## config.mk

```make
export PLATFORM = sky130hd
export DESIGN_NAME = sgAddrGen
export DESIGN_NICKNAME = d
export VERILOG_FILES = /design/src/rtl/sg_pkg.sv /design/src/rtl/sgCtrl.sv /design/src/rtl/sgPath.sv /design/src/rtl/sgAddrGen.sv
export SDC_FILE = /design/constraint.sdc
export NUM_CORES = 1
export LEC_CHECK = 0
export BUFFER_PORTS_ARGS = -buffer_cell sky130_fd_sc_hd__buf_4
export CORE_MARGIN = 10
export CORE_UTILIZATION = 45
export CTS_BUF_LIST = sky130_fd_sc_hd__clkbuf_2
export DETAILED_ROUTE_END_ITERATION = 6
export PLACE_DENSITY = 0.78
export SYNTH_ARGS = -nofsm -noshare
export SYNTH_HDL_FRONTEND = slang
export SYNTH_SLANG_ARGS = --single-unit
```

## constraint.sdc

```tcl
create_clock -name clk -period 5.9 [get_ports clk]
set_input_delay 0.59 -clock clk [delete_from_list [all_inputs] [get_ports clk]]
set_output_delay 0.59 -clock clk [all_outputs]
set_load 0.01 [all_outputs]
```

## src/rtl/sg_pkg.sv

```systemverilog
package sg_pkg;

  typedef enum logic [1:0] {
    MODE_INC  = 2'd0,
    MODE_DEC  = 2'd1,
    MODE_HOLD = 2'd2
  } stepMode_t;

  typedef struct packed {
    logic load;
    logic step;
    logic jump;
  } sideStrobe_t;

  localparam int SIDE_SRC = 0;
  localparam int SIDE_DST = 1;
  localparam int NUM_SIDES = 2;

  function automatic logic [2:0] stepBytes(input logic [1:0] sizeCode);
    case (sizeCode)
      2'd0:    return 3'd1;
      2'd1:    return 3'd2;
      default: return 3'd4;
    endcase
  endfunction

endpackage

```

## src/rtl/sgCtrl.sv

```systemverilog
module sgCtrl
  import sg_pkg::*;
#(
  parameter int CNT_W = 12
) (
  input  logic                                clk,
  input  logic                                rst_n,
  input  logic                                start,
  input  logic [NUM_SIDES-1:0]                advance,
  input  logic [NUM_SIDES-1:0][CNT_W-1:0]     limit,
  output sideStrobe_t [NUM_SIDES-1:0]         strb
);

  for (genvar g = 0; g < NUM_SIDES; g++) begin : g_side
    logic [CNT_W-1:0] beatCnt;
    logic [CNT_W:0]   nextCnt;
    logic             hit;

    assign nextCnt = {1'b0, beatCnt} + 1'b1;
    // boundary when the beat count reaches the limit; >= tolerates a lowered limit
    assign hit = advance[g] && (limit[g] != '0) && (nextCnt >= {1'b0, limit[g]});

    always_ff @(posedge clk) begin
      if (!rst_n) begin
        beatCnt <= '0;
      end else if (start) begin
        beatCnt <= '0;
      end else if (advance[g]) begin
        beatCnt <= hit ? '0 : nextCnt[CNT_W-1:0];
      end
    end

    assign strb[g] = '{load: start,
                       step: advance[g] && !start,
                       jump: hit && !start};
  end

endmodule

```

## src/rtl/sgPath.sv

```systemverilog
module sgPath
  import sg_pkg::*;
#(
  parameter int ADDR_W = 32,
  parameter int IVL_W  = 16
) (
  input  logic                                clk,
  input  logic                                rst_n,
  input  sideStrobe_t [NUM_SIDES-1:0]         strb,
  input  logic [NUM_SIDES-1:0][ADDR_W-1:0]    initAddr,
  input  logic [NUM_SIDES-1:0][1:0]           mode,
  input  logic [1:0]                          xferSize,
  input  logic [NUM_SIDES-1:0][IVL_W-1:0]     ivl,
  input  logic [NUM_SIDES-1:0]                down,
  output logic [NUM_SIDES-1:0][ADDR_W-1:0]    addr
);

  logic [ADDR_W-1:0] stepExt;
  assign stepExt = ADDR_W'(stepBytes(xferSize));

  for (genvar g = 0; g < NUM_SIDES; g++) begin : g_side
    logic [ADDR_W-1:0] cur;
    logic [ADDR_W-1:0] stepAdd, stepSub, jumpAdd, jumpSub;
    logic [ADDR_W-1:0] ivlExt;

    assign ivlExt = ADDR_W'(ivl[g]);

    always_comb begin
      stepAdd = '0;
      stepSub = '0;
      jumpAdd = '0;
      jumpSub = '0;
      if (mode[g] == MODE_INC)      stepAdd = stepExt;
      else if (mode[g] == MODE_DEC) stepSub = stepExt;
      if (strb[g].jump) begin
        if (down[g]) jumpSub = ivlExt;
        else         jumpAdd = ivlExt;
      end
    end

    always_ff @(posedge clk) begin
      if (!rst_n) begin
        cur <= '0;
      end else if (strb[g].load) begin
        cur <= initAddr[g];
      end else if (strb[g].step) begin
        cur <= cur + stepAdd - stepSub + jumpAdd - jumpSub;
      end
    end

    assign addr[g] = cur;
  end

endmodule

```

## src/rtl/sgAddrGen.sv

```systemverilog
module sgAddrGen
  import sg_pkg::*;
#(
  parameter int ADDR_W = 32,
  parameter int CNT_W  = 12,
  parameter int IVL_W  = 16
) (
  input  logic              clk,
  input  logic              rst_n,
  input  logic              start,
  input  logic [ADDR_W-1:0] srcInit,
  input  logic [ADDR_W-1:0] dstInit,
  input  logic [1:0]        xferSize,
  input  logic [1:0]        srcMode,
  input  logic [1:0]        dstMode,
  input  logic [CNT_W-1:0]  gatherCount,
  input  logic [IVL_W-1:0]  gatherInterval,
  input  logic              gatherDown,
  input  logic [CNT_W-1:0]  scatterCount,
  input  logic [IVL_W-1:0]  scatterInterval,
  input  logic              scatterDown,
  input  logic              srcAdvance,
  input  logic              dstAdvance,
  output logic [ADDR_W-1:0] srcAddr,
  output logic [ADDR_W-1:0] dstAddr
);

  sideStrobe_t [NUM_SIDES-1:0]        strb;
  logic [NUM_SIDES-1:0]               advance;
  logic [NUM_SIDES-1:0][CNT_W-1:0]    limit;
  logic [NUM_SIDES-1:0][ADDR_W-1:0]   initAddr;
  logic [NUM_SIDES-1:0][ADDR_W-1:0]   addr;
  logic [NUM_SIDES-1:0][1:0]          mode;
  logic [NUM_SIDES-1:0][IVL_W-1:0]    ivl;
  logic [NUM_SIDES-1:0]               down;

  assign advance  = {dstAdvance, srcAdvance};
  assign limit    = {scatterCount, gatherCount};
  assign initAddr = {dstInit, srcInit};
  assign mode     = {dstMode, srcMode};
  assign ivl      = {scatterInterval, gatherInterval};
  assign down     = {scatterDown, gatherDown};

  sgCtrl #(.CNT_W(CNT_W)) u_ctrl (
    .clk     (clk),
    .rst_n   (rst_n),
    .start   (start),
    .advance (advance),
    .limit   (limit),
    .strb    (strb)
  );

  sgPath #(.ADDR_W(ADDR_W), .IVL_W(IVL_W)) u_path (
    .clk      (clk),
    .rst_n    (rst_n),
    .strb     (strb),
    .initAddr (initAddr),
    .mode     (mode),
    .xferSize (xferSize),
    .ivl      (ivl),
    .down     (down),
    .addr     (addr)
  );

  assign srcAddr = addr[SIDE_SRC];
  assign dstAddr = addr[SIDE_DST];

endmodule

```

==> reports/qor.txt <==
Commonest cells post-synth: ha_1, inv_1, a21oi_1, nand2_1, dfxtp_1
register bit count reported by yosys: 88
# IOs: 197
routability congestion estimate from global placement: 0.901
Mapped Area: 10,800 µm²
Area after DPL: 13,500 µm²
Syn Nets: 1,744
CTS buffer count: 9
failing checks: setup timing
Clock Root Buffer: clkbuf_2
largest net degree at the start of global routing: 81
CTS tree: done
Global Route Usage Sum: 22.3%
number of global-route vias before repair: 11,623
most common cell in the netlist: ha_1
Residual DRC: 0
wire per inst: 17.6 µm
ys flop type: dfxtp_1
Starting Density: 46.0%
worst skew pair latency: 0.64 ns
design area: 14,800 µm²
clock sink count: 88
Syn Area/Cell: 7.76 µm²
number of synthesized flops with an enable pin: 0
final net count: 2,057
PortBufs: 196
first-pass GRT wire length: 57,200 µm
TritonRoute pass-1 iters: 5
max_slew headroom: 38.2%
area share of the leading cell type in the synthesized netlist: 19.9%
final core utilization: 62.9%
grt peak-use layer: met2
Max Slew Vio Count: 0
post-synth top area cell: ha_1
Cell Rows: 56
worst setup margin: -0.286 ns
# H-tree levels: 3
worst r2r src: u_ctrl.g_side[0].beatCnt[0]$_SDFFE_PP0P_
vias per inst: 5.63
hpwl dp: 27,000 µm
Max Fclk: 0.162 GHz
final wirelength: 35,800 µm
Worst Path Arrival: 6.77 ns
status: complete, but fails checks
post-route minimum period: 6.19 ns
CP max FO: 5
post-place setup slack: -0.758 ns
Crit Path Class: flop to flop
CP Capture Type: flop
Hold Path Stages: 3
FFs w/ async S/R, synth: 0%
CTS Hold Bufs: 0
vias: 11,437
global-route met1 utilization: 28.6%
die height: 175 µm
GR Util met3: 4.55%
Worst R2R End: u_path.g_side[0].cur[19]$_SDFFE_PN0P_
Synth Warn #: 0
Synth Instances: 1,395
final hold slack: 0.151 ns
VDD IR max: 0.000125 V
final setup violating endpoints: 31
synthesis-to-finish area growth: 36.9%
Congestion Overflow GR: 0
r2r worst-path depth: 27
r2r setup slk: -0.29 ns
top post-synthesis cells by area: ha_1, dfxtp_1, fa_1
crit share post-route: 105%
startpoint types: flop
final clock skew: 0.0520 ns
Seq/Total Area, Yosys: 16.3%
initial antenna violation count: 2
Bufs on Longest Clock Path: 2
hold crit path type: primary input to flop
Max-Cap Viols: 0
Global Route met2 Usage: 37.3%
layout cell share with drive strength beyond 1: 31.7%
hold_sp: dstInit[7]
final hold violation count: 0
Initial DRC Count: 752
Worst Hold End: u_path.g_side[1].cur[7]$_SDFFE_PN0P_
Pwr Density: 269 nW/µm²
Die Area: 30,600 µm²
setup TNS: -4.32 ns
RSZ-0062 raised after global routing: yes
Synth cell types: 76
CORE AREA: 23,500 µm²
P_leak: 7.02 nW
Die W: 175 µm
antenna viol nets, final: 0
Slew @ Worst Pin: 0.928 ns
Clk pin slew, worst setup/hold paths: 0.30 ns
Required @ worst endpoint: 6.48 ns
## where the power goes
group / internal [mW] / switching, mW
Combinational: 1.30 / 1.52
Clock: 0.184 / 0.250
Sequential: 0.667 / 0.0687
Total: 2.15 / 1.84
## cell usage in the layout (no fill, tap or decap), types with 12 or more instances in the layout
cell type  count
o21a_1        13
nand2_1      104
dfxtp_1       78
xor2_1        21
fa_1          35
nand3_1       47
a21oi_2       20
xnor2_1       39
buf_6         19
buf_4        340
and2_1        37
inv_1        156
and3_1        21
nor3_1        28
a21oi_1      105
o22ai_1       12
o211ai_1      14
o21ai_0       56
nor2_1        72
a31oi_1       13
inv_2         15
a21o_1        24
ha_1         164
## metal layers
layer	wire length, µm	share of wire (%)
met5	20	0.056
met4	622	1.7
met3	2460	6.9
met2	16700	47
met1	16000	45
## through the flow
stage               total power [mW]  cells
finish                          3.99   2033
global route                    4.31   2032
CTS                             3.77   2017
detailed placement              3.17   1969
global placement                3.12   1969
floorplan                       2.40   1395
## area by class of cell
type | instances | area [µm²]
sequential | 88 | 1780
inverter | 173 | 649
clock inverter | 7 | 118
timing repair buffer | 359 | 2770
multi-input combinational | 1077 | 9060
fill | 1992 | 8730
antenna | 1 | 2.50
clock buffer | 9 | 45.0
tap | 319 | 399
## registers in the layout, summed over array words and instances, names as in the netlist
signal / flops
u_path.g_side.cur: 64
u_ctrl.g_side.beatCnt: 24
## cells by family after synthesis
family / after synthesis / share of synthesized area (%)
muxes: 10 / 0.937
AOI/OAI and AO/OA: 373 / 22.3
DFF: 88 / 16.3
adders and majority gates: 216 / 28.0
xor gates and xnor gates: 71 / 5.75
buffers and inverters: 230 / 8.04
and+or+nand+nor: 407 / 18.6
## worst max-delay path, stage by stage (launching register included)
cell,delay [ns]
dfxtp_2,0.42
buf_4,0.13
buf_4,0.11
nand3_1,0.14
xnor2_2,0.22
ha_1,0.28
nor3_2,0.27
nor2_2,0.08
a221oi_4,0.40
o21ai_4,0.12
and3_4,0.22
and2_4,0.14
fa_1,0.50
inv_1,0.05
fa_1,0.49
inv_2,0.04
fa_1,0.50
buf_6,0.15
fa_2,0.39
nor2b_2,0.15
o31a_1,0.19
buf_6,0.13
o31ai_4,0.07
a211oi_4,0.34
nor3b_2,0.11
o21a_1,0.21
mux2i_1,0.12
a311oi_1,0.19
## timing repair
action                     CTS  global route
resized for setup           95            90
setup buffers               33            22
setup endpoints to repair   49            51
pin swaps                   84            93
## worst max path at each step
| stage | from | endpoint | cells past startpoint |
|---|---|---|---|
| floorplan | u_ctrl.g_side[1].beatCnt[3]$_SDFFE_PP0P_ | u_path.g_side[1].cur[31]$_SDFFE_PN0P_ | 29 |
| global placement | u_ctrl.g_side[0].beatCnt[0]$_SDFFE_PP0P_ | u_path.g_side[0].cur[26]$_SDFFE_PN0P_ | 28 |
| detailed placement | u_ctrl.g_side[0].beatCnt[4]$_SDFFE_PP0P_ | u_path.g_side[0].cur[31]$_SDFFE_PN0P_ | 30 |
| CTS | u_ctrl.g_side[1].beatCnt[2]$_SDFFE_PP0P_ | u_path.g_side[1].cur[31]$_SDFFE_PN0P_ | 29 |
| global route | u_ctrl.g_side[0].beatCnt[0]$_SDFFE_PP0P_ | u_path.g_side[0].cur[19]$_SDFFE_PN0P_ | 27 |
| finish | u_ctrl.g_side[0].beatCnt[0]$_SDFFE_PP0P_ | u_path.g_side[0].cur[19]$_SDFFE_PN0P_ | 27 |
Power figures use the tool's default switching activity.
